<file path="src/rtl/scl_div_pkg.sv">
package scl_div_pkg;

    typedef enum logic [1:0] {
        ST_IDLE = 2'd0,
        ST_LOW  = 2'd1,
        ST_HIGH = 2'd2,
        ST_HOLD = 2'd3
    } scl_state_e;

    // Field slots inside the control word, each DIV_W bits wide
    localparam int NUM_FIELDS = 3;
    localparam int FLD_LOW    = 0;
    localparam int FLD_EXT    = 1;
    localparam int FLD_HIGH   = 2;

endpackage

</file>
<file path="src/rtl/scl_field_decode.sv">
module scl_field_decode
    import scl_div_pkg::*;
#(
    parameter int DIV_W   = 8,
    parameter int DEF_EXT = 3
) (
    input  logic [NUM_FIELDS*DIV_W-1:0] ctrl_i,
    output logic [DIV_W:0]              low_len_o,
    output logic [DIV_W:0]              high_len_o
);

    localparam int LEN_W = DIV_W + 1;

    logic [DIV_W-1:0] fld [NUM_FIELDS];

    generate
        for (genvar g = 0; g < NUM_FIELDS; g++) begin : g_fld
            assign fld[g] = ctrl_i[g*DIV_W +: DIV_W];
        end
    endgenerate

    logic [DIV_W-1:0] ext_sel;
    logic [DIV_W-1:0] high_base;

    always_comb begin
        // Zero extension field falls back to the default offset
        ext_sel    = (fld[FLD_EXT] != '0) ? fld[FLD_EXT] : DIV_W'(DEF_EXT);
        // Zero high field selects a symmetric duty cycle
        high_base  = (fld[FLD_HIGH] != '0) ? fld[FLD_HIGH] : fld[FLD_LOW];
        low_len_o  = LEN_W'(fld[FLD_LOW]) + LEN_W'(ext_sel);
        high_len_o = LEN_W'(high_base) + LEN_W'(ext_sel);
    end

endmodule

</file>
<file path="src/rtl/scl_phase_fsm.sv">
module scl_phase_fsm
    import scl_div_pkg::*;
#(
    parameter int LEN_W = 9
) (
    input  logic             clk_i,
    input  logic             rst_ni,
    input  logic             enable_i,
    input  logic             stretch_i,
    input  logic [LEN_W-1:0] low_len_i,
    input  logic [LEN_W-1:0] high_len_i,
    output scl_state_e       state_o,
    output logic [LEN_W-1:0] cnt_o,
    output logic             drive_low_o,
    output logic             fall_o,
    output logic             rise_o
);

    scl_state_e       state_q, state_d;
    logic [LEN_W-1:0] cnt_q, cnt_d;
    logic             low_done, high_done;

    assign low_done  = (cnt_q >= (low_len_i - LEN_W'(1)));
    assign high_done = (cnt_q >= (high_len_i - LEN_W'(1)));

    // State register
    always_ff @(posedge clk_i or negedge rst_ni) begin
        if (!rst_ni) begin
            state_q <= ST_IDLE;
            cnt_q   <= '0;
        end else begin
            state_q <= state_d;
            cnt_q   <= cnt_d;
        end
    end

    // Next state and phase counter
    always_comb begin
        state_d = state_q;
        cnt_d   = cnt_q;
        if (!enable_i) begin
            state_d = ST_IDLE;
            cnt_d   = '0;
        end else begin
            unique case (state_q)
                ST_IDLE: begin
                    state_d = ST_LOW;
                    cnt_d   = '0;
                end
                ST_LOW: begin
                    if (low_done) begin
                        state_d = ST_HIGH;
                        cnt_d   = '0;
                    end else begin
                        cnt_d = cnt_q + LEN_W'(1);
                    end
                end
                ST_HIGH, ST_HOLD: begin
                    if (stretch_i) begin
                        state_d = ST_HOLD;
                    end else if (high_done) begin
                        state_d = ST_LOW;
                        cnt_d   = '0;
                    end else begin
                        state_d = ST_HIGH;
                        cnt_d   = cnt_q + LEN_W'(1);
                    end
                end
                default: begin
                    state_d = ST_IDLE;
                    cnt_d   = '0;
                end
            endcase
        end
    end

    // Outputs
    always_comb begin
        drive_low_o = 1'b0;
        fall_o      = 1'b0;
        rise_o      = 1'b0;
        unique case (state_q)
            ST_IDLE: ;
            ST_LOW: begin
                drive_low_o = 1'b1;
                fall_o      = (cnt_q == '0);
            end
            ST_HIGH: rise_o = (cnt_q == '0);
            ST_HOLD: ;
            default: ;
        endcase
    end

    assign state_o = state_q;
    assign cnt_o   = cnt_q;

endmodule

</file>
<file path="src/rtl/scl_clk_gen.sv">
module scl_clk_gen
    import scl_div_pkg::*;
#(
    parameter int DIV_W   = 8,
    parameter int DEF_EXT = 3
) (
    input  logic                        clk_i,
    input  logic                        rst_ni,
    input  logic                        enable_i,
    input  logic                        stretch_i,
    input  logic [NUM_FIELDS*DIV_W-1:0] ctrl_i,
    output logic                        scl_drive_low_o,
    output logic                        scl_fall_o,
    output logic                        scl_rise_o
);

    localparam int LEN_W = DIV_W + 1;

    logic [LEN_W-1:0] low_len;
    logic [LEN_W-1:0] high_len;
    logic [LEN_W-1:0] phase_cnt;
    scl_state_e       fsm_state;

    scl_field_decode #(
        .DIV_W  (DIV_W),
        .DEF_EXT(DEF_EXT)
    ) dec_i (
        .ctrl_i    (ctrl_i),
        .low_len_o (low_len),
        .high_len_o(high_len)
    );

    scl_phase_fsm #(
        .LEN_W(LEN_W)
    ) fsm_i (
        .clk_i      (clk_i),
        .rst_ni     (rst_ni),
        .enable_i   (enable_i),
        .stretch_i  (stretch_i),
        .low_len_i  (low_len),
        .high_len_i (high_len),
        .state_o    (fsm_state),
        .cnt_o      (phase_cnt),
        .drive_low_o(scl_drive_low_o),
        .fall_o     (scl_fall_o),
        .rise_o     (scl_rise_o)
    );

endmodule

</file>
<file path="config.mk">
export PLATFORM = sky130hd
export DESIGN_NAME = scl_clk_gen
export DESIGN_NICKNAME = d
export VERILOG_FILES = /design/src/rtl/scl_div_pkg.sv /design/src/rtl/scl_field_decode.sv /design/src/rtl/scl_phase_fsm.sv /design/src/rtl/scl_clk_gen.sv
export SDC_FILE = /design/constraint.sdc
export NUM_CORES = 1
export LEC_CHECK = 0
export ABC_AREA = 1
export BUFFER_PORTS_ARGS = -buffer_cell sky130_fd_sc_hd__buf_2
export CORE_MARGIN = 4
export CORE_UTILIZATION = 50
export CTS_CLUSTER_DIAMETER = 50
export DETAILED_ROUTE_END_ITERATION = 10
export PLACE_DENSITY = 0.68
export SYNTH_ARGS = -nofsm -noshare
export SYNTH_HDL_FRONTEND = slang
export SYNTH_SLANG_ARGS = --single-unit
</file>
<file path="constraint.sdc">
create_clock -name clk_i -period 1.7 [get_ports clk_i]
set_input_delay 0 -clock clk_i [delete_from_list [all_inputs] [get_ports clk_i]]
set_output_delay 0 -clock clk_i [all_outputs]
set_load 0.02 [all_outputs]
</file>
==> Yosys cells after proc, flatten, opt, wreduce, memory -nomap -nowiden <==
Index checks and enable logic that the tools add are counted.
{ "classes": {"bitwise_logic": 0, "eq_ne": 5, "add_sub_neg": 5, "n_mul": 0, "n_reduce_logical": 5, "magnitude_cmp": 2, "div_mod_pow": 0, "shift": 0, "n_mux": 15} }
{ "ops": {"columns": ["operator", "count"], "rows": [
  ["2-to-1 mux 9 bit", 4],
  ["case mux 9 bit (3 select lines)", 1],
  ["adder 8 x 8 -> 9 bit", 2],
  ["greater-or-equal comparator 9 bit", 2],
  ["subtractor 9 x 1 -> 9 bit (second input constant)", 2],
  ["2-to-1 mux 8 bit", 2],
  ["nonzero test 8 bit", 2],
  ["adder 9 x 1 -> 9 bit (second input constant)", 1],
  ["zero test 9 bit", 1],
  ["2-to-1 mux 2 bit", 4],
  ["case mux 2 bit (3 select lines)", 1],
  ["== test 2 bit (second input constant)", 2],
  ["2-to-1 mux 1 bit", 3],
  ["!= test 3 x 2 -> 1 bit (second input constant)", 1],
  ["!= test 3 bit (second input constant)", 1],
  ["== test 2 x 1 -> 1 bit (second input constant)", 1],
  ["zero test 2 bit", 1],
  ["OR reduction 2 bit", 1]
]} }
{ "word_totals": {"output_inout_bits": 3, "input_bits": 28, "wordCells": 34, "n_memories": 0, "rom_bits": 0, "ram_bits": 0, "latch_bits": 0, "regBits": 11} }

==> Depth between registers and ports, before layout <==
{ "depth": {"ltp_word": 9, "ltp_mapped": 26, "mapped_depth_nobuf": 26} }

==> Modules after synthesis <==
Synthesis repeated with hierarchy kept, for this count alone.
{ "hier_totals": {"hier_cells": 355, "area_unflattened_um2": 2367.3} }
{ "modules_own_cells": {"columns": ["mod", "cells_each", "instances", "area_per_inst_um2", "seq_area_each_um2"], "rows": [
  ["scl_phase_fsm", 210, 1, 1435.1, 275.3],
  ["scl_field_decode", 145, 1, 932.1, 0.0]
]} }

==> Least setup slack after synthesis <==
No wires, ideal clock.
{ "synth_timing": {"path_kind": "input-to-reg", "start": "input ctrl_i[23]", "end": "register fsm_i.cnt_q[0], in the netlist fsm_i.cnt_o[0]", "arrival_time_ns": 3.216, "cell_stages": 26, "setup_time_ns": 0.122, "path_buffers": 0, "setup_slack_ns": -1.638, "t_required_ns": 1.578, "path_cell_list": "nor2_1 > nand2_1 > nor3_1 > nand3_1 > inv_1 > a21oi_1 > ha_1 > inv_1 > ha_1 > inv_1 > fa_1 > o21ai_0 > a21oi_1 > nor2_1 > nor2_1 > xor2_1 > ha_1 > nand2_2 > nor2_1 > inv_1 > a21oi_1 > nor2_2 > nand3_2 > nand2_2 > nand2_4 > a21oi_2"} }
{ "synth_via": {"elab_chain_cells": 9} }
{ "synth_lines": {"columns": ["item", "line", "rtl"], "rows": [
  ["start: declaration", "scl_clk_gen.sv:11", "input logic [NUM_FIELDS*DIV_W-1:0] ctrl_i,"],
  ["nonzero test 8 bit", "scl_field_decode.sv:29", "high_base = (fld[FLD_HIGH] != '0) ? fld[FLD_HIGH] : fld[FLD_LOW];"],
  ["2-to-1 mux 8 bit (*)", "scl_field_decode.sv:29", null],
  ["adder 8 x 8 -> 9 bit (*)", "scl_field_decode.sv:31", "high_len_o = LEN_W'(high_base) + LEN_W'(ext_sel);"],
  ["subtractor 9 x 1 -> 9 bit (*)", "scl_phase_fsm.sv:24", "assign high_done = (cnt_q >= (high_len_i - LEN_W'(1)));"],
  ["greater-or-equal comparator 9 bit (*)", "scl_phase_fsm.sv:24", null],
  ["2-to-1 mux 9 bit (*)", "scl_phase_fsm.sv:61", "end else if (high_done) begin"],
  ["2-to-1 mux 9 bit (*)", "scl_phase_fsm.sv:59", "if (stretch_i) begin"],
  ["case mux 9 bit (3 select lines) (*)", "scl_phase_fsm.sv:45", "unique case (state_q)"],
  ["2-to-1 mux 9 bit (*)", "scl_phase_fsm.sv:41", "if (!enable_i) begin"],
  ["end signal: assignment", "scl_phase_fsm.sv:33", "cnt_q <= cnt_d;"],
  ["end: declaration", "scl_phase_fsm.sv:20", "logic [LEN_W-1:0] cnt_q, cnt_d;"]
]} }
Every way passes the cells marked *; elsewhere a longest branch is shown, timed or not. The select of a mux whose other input is x is not followed.
A chain may end at the register's enable or synchronous reset.

==> Worst setup path in the final report <==
{ "layout_timing": {"start": "input ctrl_i[14]", "end": "register fsm_i.cnt_q[7], in the netlist fsm_i.cnt_o[7]"} }
{ "layout_via": {"elab_chain_cells": 9, "elab_cells_between_ends": 13, "classes_between": "add/sub (4); order compare (2); mux (6); reduce/logical (1)"} }
{ "layout_lines": {"columns": ["item", "line", "rtl"], "rows": [
  ["nonzero test 8 bit", "scl_field_decode.sv:27", "ext_sel = (fld[FLD_EXT] != '0) ? fld[FLD_EXT] : DIV_W'(DEF_EXT);"],
  ["2-to-1 mux 8 bit (*)", "scl_field_decode.sv:27", null],
  ["adder 8 x 8 -> 9 bit", "scl_field_decode.sv:31", null],
  ["subtractor 9 x 1 -> 9 bit", "scl_phase_fsm.sv:24", null],
  ["greater-or-equal comparator 9 bit", "scl_phase_fsm.sv:24", null],
  ["2-to-1 mux 9 bit", "scl_phase_fsm.sv:61", null],
  ["2-to-1 mux 9 bit", "scl_phase_fsm.sv:59", null],
  ["case mux 9 bit (3 select lines) (*)", "scl_phase_fsm.sv:45", null],
  ["2-to-1 mux 9 bit (*)", "scl_phase_fsm.sv:41", null]
]} }
Marks and branches as above.

==> metrics.yaml <==
postLayoutCoreUtil_pct: 80.88
synthCells: 305
globalplace.congestion: 0.8795
yosys.area.top_type_share_pct: 29.36
synth_top_cell_by_area: "ha_1"
first_iter_violations: 148
htree_levels: 1
antenna_found_initial: 0
cts_tree: "yes"
clkSlewWorstSetupHoldPaths_ps: 50
max_freq_ghz: 0.2920
avgSynthCellArea_um2: 6.986
rows: 23
dp_slack_ps: -1837
vias_per_cell: 5.392
worst_ir_drop_vdd_v: 0.0007277
grt_pass1_wl_um: 10140
drive_gt1_share_pct: 43.28
track_usage_pct: 24.01
hp-class: "in2reg"
insertion_delay_ps: 250
min_period_over_period_pct: 201.5
core_um2: 4058
synth.cell_area_um2: 2131
r2r_cells: 10
synth_seq_cells: 11
die-height_um: 73.28
ys_seq_area_share_pct: 12.92
min_from: "stretch_i"
cts_buffers: 3
yosys_warnings: 0
placed_area_um2: 2803
totalWireLength_um: 7452
reg2reg_slack_ps: -130
syn_to_final_growth_pct: 54.02
final_hold_viol_count: 0
die-area_um2: 5370
slew_violations: 0
final_cells: 459
grt_pass1_vias: 2285
setup_viol: 11
layout_common_cells: "67 x buf_4, 66 x inv_1, 41 x ha_1"
outcome: "finished, violations left"
initial_core_util_pct: 52.51
crit_slowest_cell: "fa_2"
post_drt_wl_per_cell_um: 16.24
hold-path-cell-count: 3
power_density_nw_per_um2: 652.2
cts_num_sinks: 11
slew_headroom_pct: 78.21
period_minus_slack_ps: 3425
cp_data_required_time_ps: 1880
synth_area_leaders: "ha_1 29%, inv_1 14%, dfrtp_1 13%, nand2_1 7.8%, nor2_1 4.8%"
root_buffer: "clkbuf_8"
placed_cells: 439
yosys.cell_types.count: 29
worst_setup_path_start_kind: "input pin"
min_to: "fsm_i.state_o[0]"
synth_top_family_by_area: "adder cells"
rsz0062_at_grt: "true"
cp_max_fo: 8
path_class: "in2reg"
fin_ws_ps: -1725
clk_path_buf_depth: 2
r2r-end: "fsm_i.cnt_o[7]"
leakage_nw: 1.767
clock_skew_ps: 4.025
rr_startpoint: "fsm_i.cnt_o[8]"
violations: "negative setup slack"
num_antenna_cells: 0
layout_commonest_cell: "buf_4"
fillCellCount: 253
grt_max_degree: 12
synth_xor_area_share_pct: 7.399
synth_compound_area_share_pct: 12.51
first_pass_iters: 5
muxShareOfSynthArea_pct: 0
io-pin-count: 31
grt-ovfl-total: 0
syn-num-nets: 385
io_buffer_count: 30
fin_nets: 490
arrival_ps: 3600
worst_pin_slew_ps: 326.8
num_vias: 2475
design_area_um2: 3282
cpPeakStageDelay_ps: 390
yosys.area_share.simple_pct: 21.61
ant_nets: 0
hold_ws_ps: 52.33
post-dp-hpwl_um: 4628
drc_errors: 0
die-width_um: 73.28
setup_tns_ps: -18530
p_total_mw: 2.140
cap_violations: 0
crit_path_end_kind: "flip-flop"
synth_fa_ha_area_share_pct: 31.24
critical path, delay by kind of cell:
kind            cells  cell delay [ps]
compound gates      4              510
xor+xnor            1              160
fa+ha+maj           4             1020
buf+inv             5              410
simple gates       12             1480
layer usage:
metal | share of wire [%] | global-route usage [%] | vias up
met4 | 3.7 | 5.738 | 0
met5 | 0 | 0 | -
met3 | 4.3 | 3.557 | 31
li1 | - | - | 1177
met2 | 50 | 41.71 | 97
met1 | 42 | 31.05 | 1170
cell families after synthesis:
kind of cell    count (synthesis)
xor+xnor                       18
fa+ha+maj                      52
buf+inv                        81
compound gates                 43
simple gates                  100
flops                          11
registers in the layout, summed over array words and instances, names as in the netlist:
signal and count:
fsm_i.cnt_o 9, fsm_i.state_o 2
cells in the mapped netlist (all sizes together):
library cell / count
a21boi: 2
a21oi: 22
a31o: 1
a31oi: 3
buf: 1
dfrtp: 11
fa: 2
ha: 50
inv: 80
nand2: 48
nand3: 10
nand3b: 1
nand4: 6
nor2: 31
nor3: 2
nor4: 2
o211ai: 2
o21ai: 13
xnor2: 7
xor2: 11
worst max path at each step:
| stage | from | to | slack, ps | cells past startpoint |
|---|---|---|---|---|
| 3_5_place_dp | ctrl_i[23] | fsm_i.cnt_o[5] | -1840 | 27 |
| 3_3_place_gp | ctrl_i[23] | fsm_i.cnt_o[0] | -1740 | 27 |
| 2_1_floorplan | ctrl_i[23] | fsm_i.cnt_o[0] | -1380 | 26 |
| 4_1_cts | ctrl_i[21] | fsm_i.cnt_o[0] | -1480 | 27 |
| 5_1_grt | ctrl_i[14] | fsm_i.cnt_o[7] | -1850 | 26 |
| 6_report | ctrl_i[14] | fsm_i.cnt_o[7] | -1730 | 26 |
power by group:
group	internal [mW]	total [mW]	switching [mW]	leakage [nW]
Sequential	0.305	0.353	0.0475	0.148
Clock	0.165	0.273	0.108	0.0228
Combinational	0.693	1.51	0.822	1.60
cell type report:
type / instances / area (um2) / area share [%]
tap: 50 / 62.56 / 1.906
sequential: 11 / 276.5 / 8.425
clock buffer: 4 / 45.04 / 1.372
timing repair buffer: 101 / 773.2 / 23.56
multi-input combinational: 213 / 1819 / 55.43
inverter: 80 / 305.3 / 9.302
timing repair:
action / in CTS / in global routing
gates resized for setup: 40 / 30
setup endpoints to repair: 13 / 12
hold buffers: 2 / 0
pin swaps: 36 / 34
setup buffers: 12 / 4
endpoints found under the hold margin: 12 / 0
Note: power is estimated with default switching activity, not from simulation.
